`config.mk`:
```
export PLATFORM = sky130hd
export DESIGN_NAME = wdog_twophase
export DESIGN_NICKNAME = d
export VERILOG_FILES = /design/src/rtl/wdog_pkg.sv /design/src/rtl/wdog_tick_gen.sv /design/src/rtl/wdog_phase_seq.sv /design/src/rtl/wdog_regs.sv /design/src/rtl/wdog_rst_gen.sv /design/src/rtl/wdog_twophase.sv
export SDC_FILE = /design/constraint.sdc
export NUM_CORES = 1
export LEC_CHECK = 0
export BUFFER_PORTS_ARGS = -buffer_cell sky130_fd_sc_hd__buf_4
export CAP_MARGIN = 20
export CORE_AREA = 5 5 93 95
export DETAILED_ROUTE_END_ITERATION = 6
export DIE_AREA = 0 0 98 100
export PLACE_DENSITY_LB_ADDON = 0.05
export SLEW_MARGIN = 20
export SYNTH_ARGS = -nofsm -noshare
export SYNTH_HDL_FRONTEND = slang
export SYNTH_SLANG_ARGS = --single-unit
export TNS_END_PERCENT = 1
```
`constraint.sdc`:
```
create_clock -name clk -period 6 [get_ports clk]
set_input_delay 0.9 -clock clk [delete_from_list [all_inputs] [get_ports clk]]
set_output_delay 0.9 -clock clk [all_outputs]
set_load 0.1 [all_outputs]
```
`src/rtl/wdog_pkg.sv`:
```
package wdog_pkg;

  typedef struct packed {
    logic       en;
    logic [1:0] pscale;
    logic [4:0] lim1;
    logic [4:0] lim2;
    logic [1:0] mode;
  } wd_cfg_t;

  typedef enum logic [1:0] {
    RM_CHIP = 2'd0,
    RM_CPU  = 2'd1,
    RM_SOFT = 2'd2,
    RM_ALT  = 2'd3
  } rmode_e;

  // Register image of the config fields; all other bits are zero.
  function automatic logic [31:0] pack_cfg(wd_cfg_t c);
    return {c.en, c.pscale, 2'b00, c.lim1, 2'b00, c.lim2, 13'd0, c.mode};
  endfunction

  function automatic wd_cfg_t unpack_cfg(logic [31:0] d);
    wd_cfg_t c;
    c.en     = d[31];
    c.pscale = d[30:29];
    c.lim1   = d[26:22];
    c.lim2   = d[19:15];
    c.mode   = d[1:0];
    return c;
  endfunction

  // Last prescaler count value of one tick: 2^(exp+ps) - 1.
  function automatic logic [31:0] tick_last(int unsigned e, logic [1:0] ps);
    return (32'd1 << (e + 32'(ps))) - 32'd1;
  endfunction

  // Request vector {chip, cpu, sw} for a mode value.
  function automatic logic [2:0] rst_select(logic [1:0] m);
    case (rmode_e'(m))
      RM_CPU:  return 3'b010;
      RM_SOFT: return 3'b001;
      default: return 3'b100;
    endcase
  endfunction

endpackage

```
`src/rtl/wdog_tick_gen.sv`:
```
module wdog_tick_gen #(
  parameter int unsigned TICK_EXP = 25
) (
  input  logic       clk,
  input  logic       rst_n,
  input  logic       run,
  input  logic       clear,
  input  logic [1:0] pscale,
  output logic       tick
);
  import wdog_pkg::*;

  localparam int unsigned CW = TICK_EXP + 3;

  logic [CW-1:0] cnt;
  logic [CW-1:0] last;

  assign last = CW'(tick_last(TICK_EXP, pscale));
  assign tick = run && (cnt == last);

  always_ff @(posedge clk or negedge rst_n) begin
    if (!rst_n)              cnt <= '0;
    else if (!run || clear)  cnt <= '0;
    else if (tick)           cnt <= '0;
    else                     cnt <= cnt + 1'b1;
  end

endmodule

```
`src/rtl/wdog_phase_seq.sv`:
```
module wdog_phase_seq (
  input  logic       clk,
  input  logic       rst_n,
  input  logic       run,
  input  logic       kick,
  input  logic       tick,
  input  logic [4:0] lim1,
  input  logic [4:0] lim2,
  output logic       ph1_fire,
  output logic       ph2_fire
);
  logic       in_ph2;
  logic [4:0] nticks;
  logic       at_lim;
  logic       step;

  assign at_lim   = nticks == (in_ph2 ? lim2 : lim1);
  assign step     = run && !kick && tick;
  assign ph1_fire = step && at_lim && !in_ph2;
  assign ph2_fire = step && at_lim && in_ph2;

  always_ff @(posedge clk or negedge rst_n) begin
    if (!rst_n) begin
      in_ph2 <= 1'b0;
      nticks <= '0;
    end else if (!run || kick) begin
      in_ph2 <= 1'b0;
      nticks <= '0;
    end else if (tick) begin
      if (at_lim) begin
        in_ph2 <= !in_ph2;
        nticks <= '0;
      end else begin
        nticks <= nticks + 1'b1;
      end
    end
  end

endmodule

```
`src/rtl/wdog_regs.sv`:
```
module wdog_regs #(
  parameter int unsigned ADDR_W = 4
) (
  input  logic              clk,
  input  logic              rst_n,
  input  logic [ADDR_W-1:0] addr,
  input  logic              we,
  input  logic [31:0]       wdata,
  input  logic              ph1_fire,
  input  logic              ph2_fire,
  output logic [31:0]       rdata,
  output wdog_pkg::wd_cfg_t cfg,
  output logic              kick,
  output logic              locked,
  output logic              irq
);
  import wdog_pkg::*;

  localparam logic [ADDR_W-1:0] OFS_KICK = ADDR_W'(4'h0);
  localparam logic [ADDR_W-1:0] OFS_STAT = ADDR_W'(4'h4);
  localparam logic [ADDR_W-1:0] OFS_CFG  = ADDR_W'(4'h8);
  localparam logic              IRQ_EN   = 1'b1;

  logic    st1, st2;
  logic    wr_cfg, wr_stat;
  wd_cfg_t wcfg;

  assign wr_cfg  = we && (addr == OFS_CFG);
  assign wr_stat = we && (addr == OFS_STAT);
  assign kick    = we && (addr == OFS_KICK) && wdata[31];
  assign wcfg    = unpack_cfg(wdata);
  assign irq     = st1 & IRQ_EN;

  always_ff @(posedge clk or negedge rst_n) begin
    if (!rst_n) begin
      cfg    <= '{en: 1'b0, pscale: 2'd0, lim1: 5'd0, lim2: 5'd0, mode: RM_CPU};
      locked <= 1'b0;
    end else begin
      if (ph1_fire) locked <= 1'b1;
      if (wr_cfg) begin
        cfg    <= wcfg;
        cfg.en <= wcfg.en | locked | ph1_fire;
      end
    end
  end

  always_ff @(posedge clk or negedge rst_n) begin
    if (!rst_n) begin
      st1 <= 1'b0;
      st2 <= 1'b0;
    end else begin
      if (ph1_fire)                   st1 <= 1'b1;
      else if (wr_stat && wdata[31])  st1 <= 1'b0;
      if (ph2_fire)                   st2 <= 1'b1;
      else if (wr_stat && wdata[30])  st2 <= 1'b0;
    end
  end

  always_comb begin
    rdata = '0;
    if (addr == OFS_STAT)     rdata = {st1, st2, 30'd0};
    else if (addr == OFS_CFG) rdata = pack_cfg(cfg);
  end


  lock_keeps_en_chk: assert property (@(posedge clk) disable iff (!rst_n)
    locked |-> cfg.en);


  sticky_st1_chk: assert property (@(posedge clk) disable iff (!rst_n)
    (st1 && !(wr_stat && wdata[31])) |=> st1);

endmodule

```
`src/rtl/wdog_rst_gen.sv`:
```
module wdog_rst_gen (
  input  logic       clk,
  input  logic       rst_n,
  input  logic       fire,
  input  logic [1:0] mode,
  output logic       req_chip,
  output logic       req_cpu,
  output logic       req_sw
);
  import wdog_pkg::*;

  logic [2:0] req;

  always_ff @(posedge clk or negedge rst_n) begin
    if (!rst_n)    req <= '0;
    else if (fire) req <= rst_select(mode);
    else           req <= '0;
  end

  assign {req_chip, req_cpu, req_sw} = req;

endmodule

```
`src/rtl/wdog_twophase.sv`:
```
module wdog_twophase #(
  parameter int unsigned TICK_EXP = 25,
  parameter int unsigned ADDR_W   = 4
) (
  input  logic              clk,
  input  logic              rst_n,
  input  logic [ADDR_W-1:0] bus_addr,
  input  logic              bus_we,
  input  logic [31:0]       bus_wdata,
  output logic [31:0]       bus_rdata,
  output logic              irq_pretimeout,
  output logic              rst_req_chip,
  output logic              rst_req_cpu,
  output logic              rst_req_sw
);
  import wdog_pkg::*;

  wd_cfg_t cfg;
  logic    kick, locked, tick, ph1_fire, ph2_fire;
  logic    any_req;

  wdog_regs #(.ADDR_W(ADDR_W)) u_regs (
    .clk(clk), .rst_n(rst_n), .addr(bus_addr), .we(bus_we), .wdata(bus_wdata),
    .ph1_fire(ph1_fire), .ph2_fire(ph2_fire), .rdata(bus_rdata), .cfg(cfg),
    .kick(kick), .locked(locked), .irq(irq_pretimeout)
  );

  wdog_tick_gen #(.TICK_EXP(TICK_EXP)) u_tick (
    .clk(clk), .rst_n(rst_n), .run(cfg.en), .clear(kick),
    .pscale(cfg.pscale), .tick(tick)
  );

  wdog_phase_seq u_seq (
    .clk(clk), .rst_n(rst_n), .run(cfg.en), .kick(kick), .tick(tick),
    .lim1(cfg.lim1), .lim2(cfg.lim2), .ph1_fire(ph1_fire), .ph2_fire(ph2_fire)
  );

  wdog_rst_gen u_rst (
    .clk(clk), .rst_n(rst_n), .fire(ph2_fire), .mode(cfg.mode),
    .req_chip(rst_req_chip), .req_cpu(rst_req_cpu), .req_sw(rst_req_sw)
  );

  assign any_req = rst_req_chip | rst_req_cpu | rst_req_sw;


  one_request_chk: assert property (@(posedge clk) disable iff (!rst_n)
    $onehot0({rst_req_chip, rst_req_cpu, rst_req_sw}));


  single_pulse_chk: assert property (@(posedge clk) disable iff (!rst_n)
    any_req |=> !any_req);


  ph2_raises_req_chk: assert property (@(posedge clk) disable iff (!rst_n)
    ph2_fire |=> (any_req && bus_rdata[30] == (bus_addr == ADDR_W'(4'h4)) | bus_rdata[30]));


  ph1_raises_irq_chk: assert property (@(posedge clk) disable iff (!rst_n)
    ph1_fire |=> irq_pretimeout);


  lock_after_ph1_chk: assert property (@(posedge clk) disable iff (!rst_n)
    ph1_fire |=> locked);

endmodule

```
==> results.md, run 1 <==
* CP max-delay cell: nor4b_2
* Cell depth of the worst flop-to-flop path at 7
* Req. time, crit path at 5.10 ns
* R2R Path End: u_tick.cnt[5]
* Post-synthesis adder-cell area fraction at 1.678%
* CP Class: primary input to output pin
* H-Tree Depth at 2
* Routability cong. at 0.7268
* FF-to-FF setup slack at 3.68 ns
* Grt ovf at 0
* Number of diodes at 0
* GRT Util Overall at 12.43%
* Crit share post-route at 54.65%
* DIE AREA at 0.009800 sq mm
* Mapped Area at 0.002983 sq mm
* Final critical-path setup slack at 2.721 ns
* Final min period at 3.279 ns
* Buf+Inv Stages, Crit Path at 3
* Share of cells above drive strength 1 at 22.96%
* Final WL at 5.874 mm
* Avg WL per Cell at 13.57 microns
* Sw Pwr at 0.2778 mW
* Synth Register Bits at 55
* Seq/Total Area, Yosys at 46.18%
* CP endpoint kind: output pin
* Outcome: complete, no violations
* Post-Synth Simple-Gate Area at 25.04%
* Synth Instances at 289
* Part of the power in registers at 51.5%
* Synth Area in XOR/XNOR at 8.515%
* Most common cell after layout, fill and taps aside: dfrtp_1
* Switching Share at 33.35%
* Ports at 75
* Final ANT Viol Nets at 0
* CTS Buf Count at 5
* Relative slew slack at 36.27%
* Main combinational cell family by area after synthesis: simple AND/OR/NAND/NOR gates
* Largest net degree at the start of global routing at 56
* Post-synth EDFFs at 0
* Hold Path Class: flip-flop to flip-flop
* Resized Gates After CTS at 0
* Clock slew at reported path FFs at 0.10 ns
* Least-Margin Pin Slew at 0.9478 ns
* Combinational fraction of design power at 23.6%
* Top area cells in the synthesized netlist: dfrtp_1 (45%), xor2_1 (5.3%), mux2_2 (4.5%)
* Power per cell area at 243.6 mW/mm^2
* Setup Fix Bufs, Post-CTS at 0
* Most frequent cells in the layout: dfrtp_1 (54), buf_4 (41), nor2_1 (32), nand2_1 (25), xor2_1 (18)
* Hold Crit Endpoint: u_regs.locked
* FF-to-FF Start: u_tick.cnt[0]
* Yosys warnings at 0
* Detailed Route Iter0 Violations at 43
* CP delay by family, top: simple AND/OR/NAND/NOR gates
* Clk_lat worst skew at 0.30 ns
* Root Driver: clkbuf_8
* Most used cell, CP: buf_4
* Die Y at 100 microns
* Global-route wire length before repair at 10.11 mm
* TritonCTS clock tree: yes
* Crit-path cells: buf_4 > nor4b_2 > buf_4 > and2_1 > buf_4
* Max Slew Vio Count at 0
* Final hold vios at 0
* Unrepaired setup endpoints after global routing: false
* Synth cell types at 47
* Hold depth at 1
* Part of the power in the clock network at 24.9%
* Leak at 1.608 nW
* Share of the synthesized area in the top cell type at 45.30%
* Routed via count at 2099
* DRC at 0
* Pre-CTS WS at 2.663 ns
* Row cnt at 32
* Mux contribution to synthesized area at 6.208%
* Post-cts hold buffer count at 0
* Vias in the first global route at 2121
* Complex-gate fraction of the synthesized area at 5.621%
* Area Growth Syn to Fin at 14.64%
* # setup viols final at 0
* Final nets at 374
* Max frequency at 305.0 MHz
* Die X at 98 microns
* CP peak stage delay at 0.65 ns
* IR drop worst, VDD at 94.33 uV
* Min-delay src: u_regs.locked
* Initial antenna violation count at 0
* Avg Vias per Cell at 4.848
* Starting Density at 39.01%
* First drt pass iteration count at 4
* Async set or reset register ratio after synthesis at 100.0%
* Clock tree sinks at 55
* Area leader, netlist: dfrtp_1
* Crit path launch type: primary input
* Internal Pwr Total at 0.5552 mW
* Crit-path max FO at 10
* Ys flop type: dfrtp_1
* Syn Area/Cell at 10.32 sq um
* Clock tree buffer depth at 2
* Max Clock Skew at 0.006246 ns
* Core ar. at 0.007647 sq mm
* Setup tns final at 0 ns
* Critical Path AT at 2.38 ns
* Maximum capacitance violations at 0
* IO buf count at 40
* Post-DP HPWL at 4.147 mm
## per-stage QoR
step	instances	power, mW	utilization [%]	hold slack, ns	cell area [sq um]
5_1_grt	433	0.8790	44.72	0.5019	3420
6_report	433	0.8330	44.72	0.4783	3420
4_1_cts	432	0.8418	44.52	0.4818	3405
3_5_place_dp	425	0.6316	43.37	0.4549	3317
3_3_place_gp	425	0.6289	43.37	0.4534	3317
2_1_floorplan	305	0.5903	-	0.4357	3043
## layer usage
metal	GRT usage, %	share of wire (%)	vias up	routed length [microns]
li1	-	-	1032	-
met1	16.41	47	1023	2737
met2	20.37	48	39	2825
met3	3.266	4.6	5	268
met4	3.195	0.72	0	42
met5	0	0	-	0
## final cells by class
type / count / area, sq um
tap: 102 / 127.6
fill: 754 / 4228
inverter: 8 / 30.03
clock buffer: 6 / 82.58
timing repair buffer: 42 / 322.8
multi-input combinational: 219 / 1474
sequential: 55 / 1378
clock inverter: 1 / 5.005
## power by group through the flow
stage	sequential (mW)	clock (mW)	combinational, mW
6_report	0.429	0.207	0.197
2_1_floorplan	0.429	0	0.161
3_5_place_dp	0.437	0	0.195
5_1_grt	0.434	0.230	0.215
4_1_cts	0.430	0.217	0.196
3_3_place_gp	0.436	0	0.193
## cells in the mapped netlist, drive strengths merged, types with 4 or more instances
master	number
ha	4
xnor2	11
inv	8
dfrtp	54
o31ai	5
xor2	18
nand4	5
and3	10
mux2i	5
and2	18
and4	8
nor2	33
nand3	13
mux2	12
a21oi	5
o21ai	4
nand2	25
buf	21
## sequential cells by signal (all words and copies together) (netlist names)
register / cells
u_regs.irq: 1
u_seq.nticks: 5
u_regs.locked: 1
u_regs.cfg: 15
u_rst.req: 3
u_seq.in_ph2: 1
u_regs.st2: 1
u_tick.cnt: 28
## worst max-delay path by stage
stage / start / endpoint / slack (ns) / cells after the start
2_1_floorplan: bus_addr[2] / bus_rdata[16] / 2.54 / 3
3_3_place_gp: bus_addr[2] / bus_rdata[22] / 2.64 / 5
3_5_place_dp: bus_addr[2] / bus_rdata[19] / 2.66 / 5
4_1_cts: bus_addr[2] / bus_rdata[19] / 2.66 / 5
5_1_grt: bus_addr[2] / bus_rdata[17] / 2.62 / 5
6_report: bus_addr[2] / bus_rdata[19] / 2.72 / 5
## cells by family after synthesis
logic type | count (synthesis)
other cells | 1
simple gates | 128
compound gates | 24
flops | 55
fa+ha+maj | 4
xor+xnor | 29
buf+inv | 31
mux | 17
## worst register-to-register path, cell delays in order (launching register included)
cell and delay (ns):
dfrtp_1 0.39, ha_1 0.19, and3_2 0.26, nand4_4 0.16
a2111o_1 0.52, nand2_1 0.40, buf_8 0.23, nor2_1 0.07
Note: power is estimated with default switching activity, not from simulation.
==> run 2: changes to the inputs <==
Clock period 6 ns to 2.7 ns, I/O delays scaled along.
==> run 2 against run 1 <==
Net effect:
- wire length decreased by 0.72%
- non-clock buffer count up 3
- critical path depth is 2 higher
- sequential share of layout area decreased by 0.13 points
- flip-flop and latch count is the same
- final cell count grew 0.92%
- sequential power up 120%
- clock skew is 0.00075 ns higher
- first-iteration DRC count rose by 49%
- count of clock-buffer cells in the layout decreased by 1
- worst setup slack worse by 2.2 ns
==> results.md, run 2 (synthesis gave the netlist of run 1 again) <==
* Setup tns final at 0 ns (unchanged)
* Dpl cells at 429 (+0.94%)
* CTS Buf Count at 5 (unchanged)
* Final nets at 377 (+0.80%)
* Setup Fix Bufs, Post-CTS at 0 (unchanged)
* Crit-path max FO at 25 (+15)
* Crit share post-route at 81.86%
* CP max-delay cell: a2111o_1
* CP Class: flip-flop to flip-flop
* Final hold vios at 0 (unchanged)
* Crit-path cells: ha_1 > and3_2 > nand4_4 > a2111o_1 > nand2_1 > buf_4 > nor2_1
* Detailed Route Iter0 Violations at 64 (+49%)
* Area Growth Syn to Fin at 15.02%
* First drt pass iteration count at 4 (unchanged)
* Routed via count at 2066 (-1.6%)
* Max frequency at 452.4 MHz
* FF-to-FF setup slack at 0.49 ns (-3.19 ns)
* Final min period at 2.210 ns
* Least-Margin Pin Slew at 0.7056 ns (-0.2422 ns)
* Req. time, crit path at 2.90 ns (-2.20 ns)
* Number of diodes at 0 (unchanged)
* H-Tree Depth at 2 (unchanged)
* Final ANT Viol Nets at 0 (unchanged)
* Largest net degree at the start of global routing at 56 (unchanged)
* DRC at 0 (unchanged)
* Crit path depth at 7 (+2)
* Row cnt at 32 (unchanged)
* Ports at 75 (unchanged)
* Root Driver: clkbuf_8
* Core ar. at 0.007647 sq mm (unchanged)
* Biggest regs: u_tick.cnt (28), u_regs.cfg (15), u_seq.nticks (5)
* Global-route wire length before repair at 10.06 mm (-0.47%)
* Largest register FFs at 28 (unchanged)
* GRT Util Overall at 12.47% (+0.037 points)
* IR drop worst, VDD at 253.7 uV (+170%)
* FF-to-FF Start: u_tick.cnt[0]
* Vias in the first global route at 2095 (-1.2%)
* Largest Register: u_tick.cnt
* Routability cong. at 0.7290 (+0.30%)
* Final WL at 5.832 mm (-0.72%)
* Buf+Inv Stages, Crit Path at 1 (-2)
* Unrepaired setup endpoints after global routing: false
* Max Clock Skew at 0.006995 ns (+0.0007497 ns)
* CP endpoint kind: flip-flop
* Initial antenna violation count at 0 (unchanged)
* Resized Gates After CTS at 0 (unchanged)
* Maximum capacitance violations at 0 (unchanged)
* Crit path to: u_tick.cnt[18]
* Max Slew Vio Count at 0 (unchanged)
* Clk_lat worst skew at 0.31 ns (about the same)
* Avg WL per Cell at 13.35 microns (-1.6%)
* Final critical-path setup slack at 0.4898 ns (-2.231 ns)
* Cell depth of the worst flop-to-flop path at 7 (unchanged)
* # fillers at 769 (+2.0%)
* Avg Vias per Cell at 4.728 (-2.5%)
* Pre-CTS WS at 0.4857 ns (-2.177 ns)
* Leak at 1.620 nW (+0.78%)
* Critical Path AT at 2.41 ns (+0.03 ns)
* Clock tree sinks at 55 (unchanged)
* Power per cell area at 535.6 mW/mm^2 (+120%)
* Clock tree buffer depth at 2 (unchanged)
* Post-DP HPWL at 4.185 mm (+0.90%)
* Die X at 98 microns (unchanged)
* IO buf count at 40 (unchanged)
* CP delay by family, top: simple AND/OR/NAND/NOR gates
* Worst Setup SP: u_tick.cnt[0]
* Crit path launch type: flip-flop
* Outcome: complete, no violations
* R2R Path End: u_tick.cnt[18]
* Post-cts hold buffer count at 0 (unchanged)
* Starting Density at 39.01% (unchanged)
* Die Y at 100 microns (unchanged)
* Share of cells above drive strength 1 at 23.88% (+0.92 points)
* Clock slew at reported path FFs at 0.10 ns (about the same)
* Relative slew slack at 52.96% (+17 points)
* Hold Path Class: primary input to async pin
* DIE AREA at 0.009800 sq mm (unchanged)
* Most frequent cells in the layout: dfrtp_1 (54), buf_4 (45), nor2_1 (32), nand2_1 (25), xor2_1 (18)
* Fin cells at 437 (+0.92%)
* Grt ovf at 0 (unchanged)
* CP peak stage delay at 0.53 ns (-0.12 ns)
* TritonCTS clock tree: yes
* Most common cell after layout, fill and taps aside: dfrtp_1
* # setup viols final at 0 (unchanged)
-- run 2: cell types whose count changed in the layout (fill, tap and decap cells not counted), sizes merged --
cell | before | now
clkbuf | 6 | 5
buf | 42 | 45
clkinv | 1 | 3
-- run 2: final cells by class --
class	count	area, sq um	share of cell area [%]
Tap cell	102	127.6	3.720
Timing Repair Buffer	45	337.8	9.847
Inverter	8	30.03	0.8753
Clock buffer	5	68.82	2.006
Clock inverter	3	15.01	0.4376
Sequential cell	55	1378	40.15
Multi-Input combinational cell	219	1474	42.96
-- run 2: worst reg2reg max path: stages, from the launching register on --
cell and delay (ns):
dfrtp_1 0.40, ha_1 0.19, and3_2 0.25, nand4_4 0.14, a2111o_1 0.53, nand2_1 0.19
buf_4 0.31, nor2_1 0.10
-- run 2: how the worst min path moves through the flow --
stage,endpoint,depth (start not counted),slack (ns)
floorplan,u_regs.cfg[10],0,0.11
global placement,u_regs.locked,1,0.45
detailed placement,u_regs.locked,1,0.46
CTS,u_tick.cnt[17],1,0.16
global route,u_tick.cnt[17],1,0.18
finish,u_tick.cnt[17],1,0.14
-- run 2: where the power goes --
part	leakage [nW]	switching [mW]	total, mW	internal (mW)
sequential	0.737	0.0576	0.953	0.895
clock	0.0477	0.272	0.451	0.179
combinational	0.835	0.297	0.434	0.137
-- run 2: layer usage --
layer  vias up  GRT usage [%]  wire length (microns)
met2        39          20.37                   2777
li1       1038              -                      -
met4         0          3.834                     65
met3         5          3.197                    241
met1       984          16.32                   2747
met5         -              0                      0
-- run 2: per-stage QoR --
step	cell area (sq um)	total power, mW	utilization, %	hold WS (ns)
2_1_floorplan	3043	1.312	-	0.1094
3_3_place_gp	3347	1.406	43.77	0.4500
3_5_place_dp	3347	1.411	43.77	0.4590
4_1_cts	3431	1.873	44.86	0.1610
5_1_grt	3431	1.961	44.86	0.1833
6_report	3431	1.837	44.86	0.1355
==> run 3: changes to the inputs <==
Settings changed: ABC_AREA from default to 1, CORE_AREA 5 5 93 95 to 5 5 96 98, DIE_AREA 0 0 98 100 to 0 0 101 103.
Clock period 2.7 ns to 2.06 ns, I/O delays scaled along.
==> run 3 against run 2 <==
Net effect:
- total power rose by 49%
- via count rose by 25%
- core utilization rose by 0.14 points
- sequential share of layout area fell by 3.6 points
- critical path depth rose by 1
- flip-flop and latch count did not move
- hold slack got worse by 0.085 ns
==> results.md, run 3 <==
* IO buf count at 40 (unchanged)
* Starting Density at 38.10% (-0.90 points)
* Ys flop type: dfrtp_1
* # setup viols final at 0 (unchanged)
* Req. time, crit path at 2.30 ns (-0.60 ns)
* DIE AREA at 0.01040 sq mm (+6.2%)
* Largest register FFs at 28 (unchanged)
* CP endpoint kind: flip-flop
* Hold Path Class: primary input to async pin
* Share of cells above drive strength 1 at 19.87% (-4.0 points)
* Max Clock Skew at 0.009036 ns (+0.002040 ns)
* Most used cell, CP: nand4_1
* CP max-delay cell: dfrtp_1
* Area Growth Syn to Fin at 18.10%
* Synth Register Bits at 55 (unchanged)
* TritonCTS clock tree: yes
* Async set or reset register ratio after synthesis at 100.0% (unchanged)
* Row cnt at 34 (+6.3%)
* Clock tree sinks at 55 (unchanged)
* Initial antenna violation count at 0 (unchanged)
* Largest Register: u_tick.cnt
* Final hold vios at 0 (unchanged)
* Max frequency at 537.0 MHz (+19%)
* Yosys warnings at 0 (unchanged)
* Unrepaired setup endpoints after global routing: true
* Share of the synthesized area in the top cell type at 42.32% (-3.0 points)
* Most frequent cells in the layout: nand2_1 (79), nor2_1 (62), dfrtp_1 (54), inv_1 (50), buf_4 (38)
* Total chip power at 2.733 mW (+49%)
* Final ANT Viol Nets at 0 (unchanged)
* Syn Area/Cell at 7.713 sq um (-25%)
* Vias in the first global route at 2599 (+24%)
* Final nets at 505 (+34%)
* Routability cong. at 0.7839 (+7.5%)
* Avg Vias per Cell at 4.531 (-4.2%)
* CTS Buf Count at 5 (unchanged)
* Clk_lat worst skew at 0.31 ns (about the same)
* CP Class: flip-flop to flip-flop
* Post-DP HPWL at 5.218 mm (+25%)
* First drt pass iteration count at 4 (unchanged)
* Crit-path max FO at 4 (-84%)
* Synth Instances at 414 (+43%)
* Dpl cells at 562 (+31%)
* Relative slew slack at 51.96% (-1.0 points)
* Crit path launch type: flip-flop
* Most common cell after layout, fill and taps aside: nand2_1
* Seq/Total Area, Yosys at 43.14% (-3.0 points)
* Root Driver: clkbuf_8
* Maximum capacitance violations at 0 (unchanged)
* Core Util, Final at 45.00% (+0.14 points)
* Top-count cell post-synth: nand2_1
* Top area cells in the synthesized netlist: dfrtp_1 (42%), nand2_1 (9.3%), nor2_1 (8.5%)
* GRT Util Overall at 14.21% (+1.7 points)
* Leak at 1.991 nW (+23%)
* H-Tree Depth at 2 (unchanged)
* Fin cells at 571 (+31%)
* Clock tree buffer depth at 2 (unchanged)
* Outcome: complete, no violations
* Critical Path AT at 2.11 ns (-0.30 ns)
* Number of diodes at 0 (unchanged)
* Core ar. at 0.008381 sq mm (+9.6%)
* Largest net degree at the start of global routing at 56 (unchanged)
* Post-synth EDFFs at 0 (unchanged)
* Avg WL per Cell at 12.21 microns (-8.5%)
* Routed via count at 2587 (+25%)
* Crit share post-route at 90.40% (+8.5 points)
* Max Slew Vio Count at 0 (unchanged)
* Clock slew at reported path FFs at 0.10 ns (about the same)
* Die Y at 103 microns (+3.0%)
* CP peak stage delay at 0.38 ns (-0.15 ns)
* Final WL at 6.970 mm (+20%)
* Die X at 101 microns (+3.1%)
* Power per cell area at 724.7 mW/mm^2 (+35%)
* FF-to-FF setup slack at 0.20 ns (-0.29 ns)
* Biggest regs: u_tick.cnt (28), u_regs.cfg (15), u_seq.nticks (5)
* Crit-path cells: ha_1 > nand2_1 > nor2_4 > buf_4 > nand4_1 > nor3_2 > nand4_1 > nor2_1
* Final min period at 1.862 ns (-0.3480 ns)
* Mapped Area at 0.003193 sq mm (+7.0%)
* Area leader, netlist: dfrtp_1
* Least-Margin Pin Slew at 0.7206 ns (+0.01495 ns)
* Synth cell types at 35 (-26%)
* Ports at 75 (unchanged)
* Detailed Route Iter0 Violations at 61 (-4.7%)
* IR drop worst, VDD at 245.8 uV (-3.1%)
* Top post-synthesis cells by count: nand2_1 (79), nor2_1 (72), dfrtp_1 (54), inv_1 (50), nand3_1 (32)
* DRC at 0 (unchanged)
* Global-route wire length before repair at 11.85 mm (+18%)
* Grt ovf at 0 (unchanged)
[run 3: cell types whose count changed in the layout (fill, tap and decap cells not counted), moves of 7 or more]
cell / before / now
inv_1: 8 / 50
a21oi_1: 5 / 24
mux2_2: 12 / 0
nor2_1: 32 / 62
nand2_1: 25 / 79
and3_1: 8 / 0
xor2_1: 18 / 11
buf_6: 0 / 10
nand3_1: 12 / 32
buf_4: 45 / 38
nor2_2: 0 / 13
and2_1: 17 / 1
[run 3: kinds of logic after synthesis]
logic type,synth area share [%]
AO/OA/AOI/OAI,7.602
buffers and inverters,11.68
adder cells (fa/ha/maj),1.567
other,0.1174
XOR/XNOR,4.389
AND/OR/NAND/NOR,31.50
flip-flops,43.14
[run 3: layer usage]
layer / track usage (%) / up-vias / routed length (microns)
li1: - / 1366 / -
met3: 3.045 / 7 / 277
met5: 0 / - / 0
met4: 3.374 / 0 / 75
met2: 23.80 / 53 / 3208
met1: 18.89 / 1161 / 3408
[run 3: stage by stage]
step	setup WS (ns)	instance area (sq um)	setup TNS (ns)	hold WS, ns
after floorplan	-0.3840	3278	-3.055	0.01341
after global placement	0.1300	3616	0	0.4167
after detailed placement	0.1093	3616	0	0.4157
after CTS	0.08338	3716	0	0.06952
after global routing	-0.04635	3771	-0.07187	0.1037
final	0.1978	3771	0	0.05070
[run 3: path summary, 6_finish.rpt]
kind / start / to / depth (start not counted)
max: u_tick.cnt[0] / u_rst.req[0] / 8
min: rst_n / u_tick.cnt[5] / 1
max reg2reg: u_tick.cnt[0] / u_rst.req[0] / 8
min reg2reg: u_tick.cnt[0] / u_tick.cnt[0] / 1
max in group asynchronous: rst_n / u_tick.cnt[11] / 1
min in group clk: bus_wdata[0] / u_regs.cfg[0] / 3
[run 3: final cells by class]
class	instances	area [sq um]
flip-flops and latches	55	1378
inverters	54	202.7
multi-input cells	297	1538
clock buffers	8	100.1
repair buffers	49	417.9
fillers	860	4609
well taps	108	135.1
[run 3: power breakdown]
group	internal (mW)	total [mW]	switching [mW]
sequential	1.23	1.36	0.131
combinational	0.218	0.707	0.489
clock	0.308	0.666	0.358
total	1.76	2.73	0.978
[run 3: worst max-delay path, delay by kind of cell (launching register included)]
kind / cells / cell delay (ns)
fa+ha+maj: 1 / 0.21
buf+inv: 1 / 0.14
flops: 1 / 0.38
simple gates: 6 / 1.07
[run 3: timing repair]
action,in CTS,in global routing
resized for setup,0,12
hold buffers,0,0
setup endpoints to repair,0,16
setup buffers,0,1
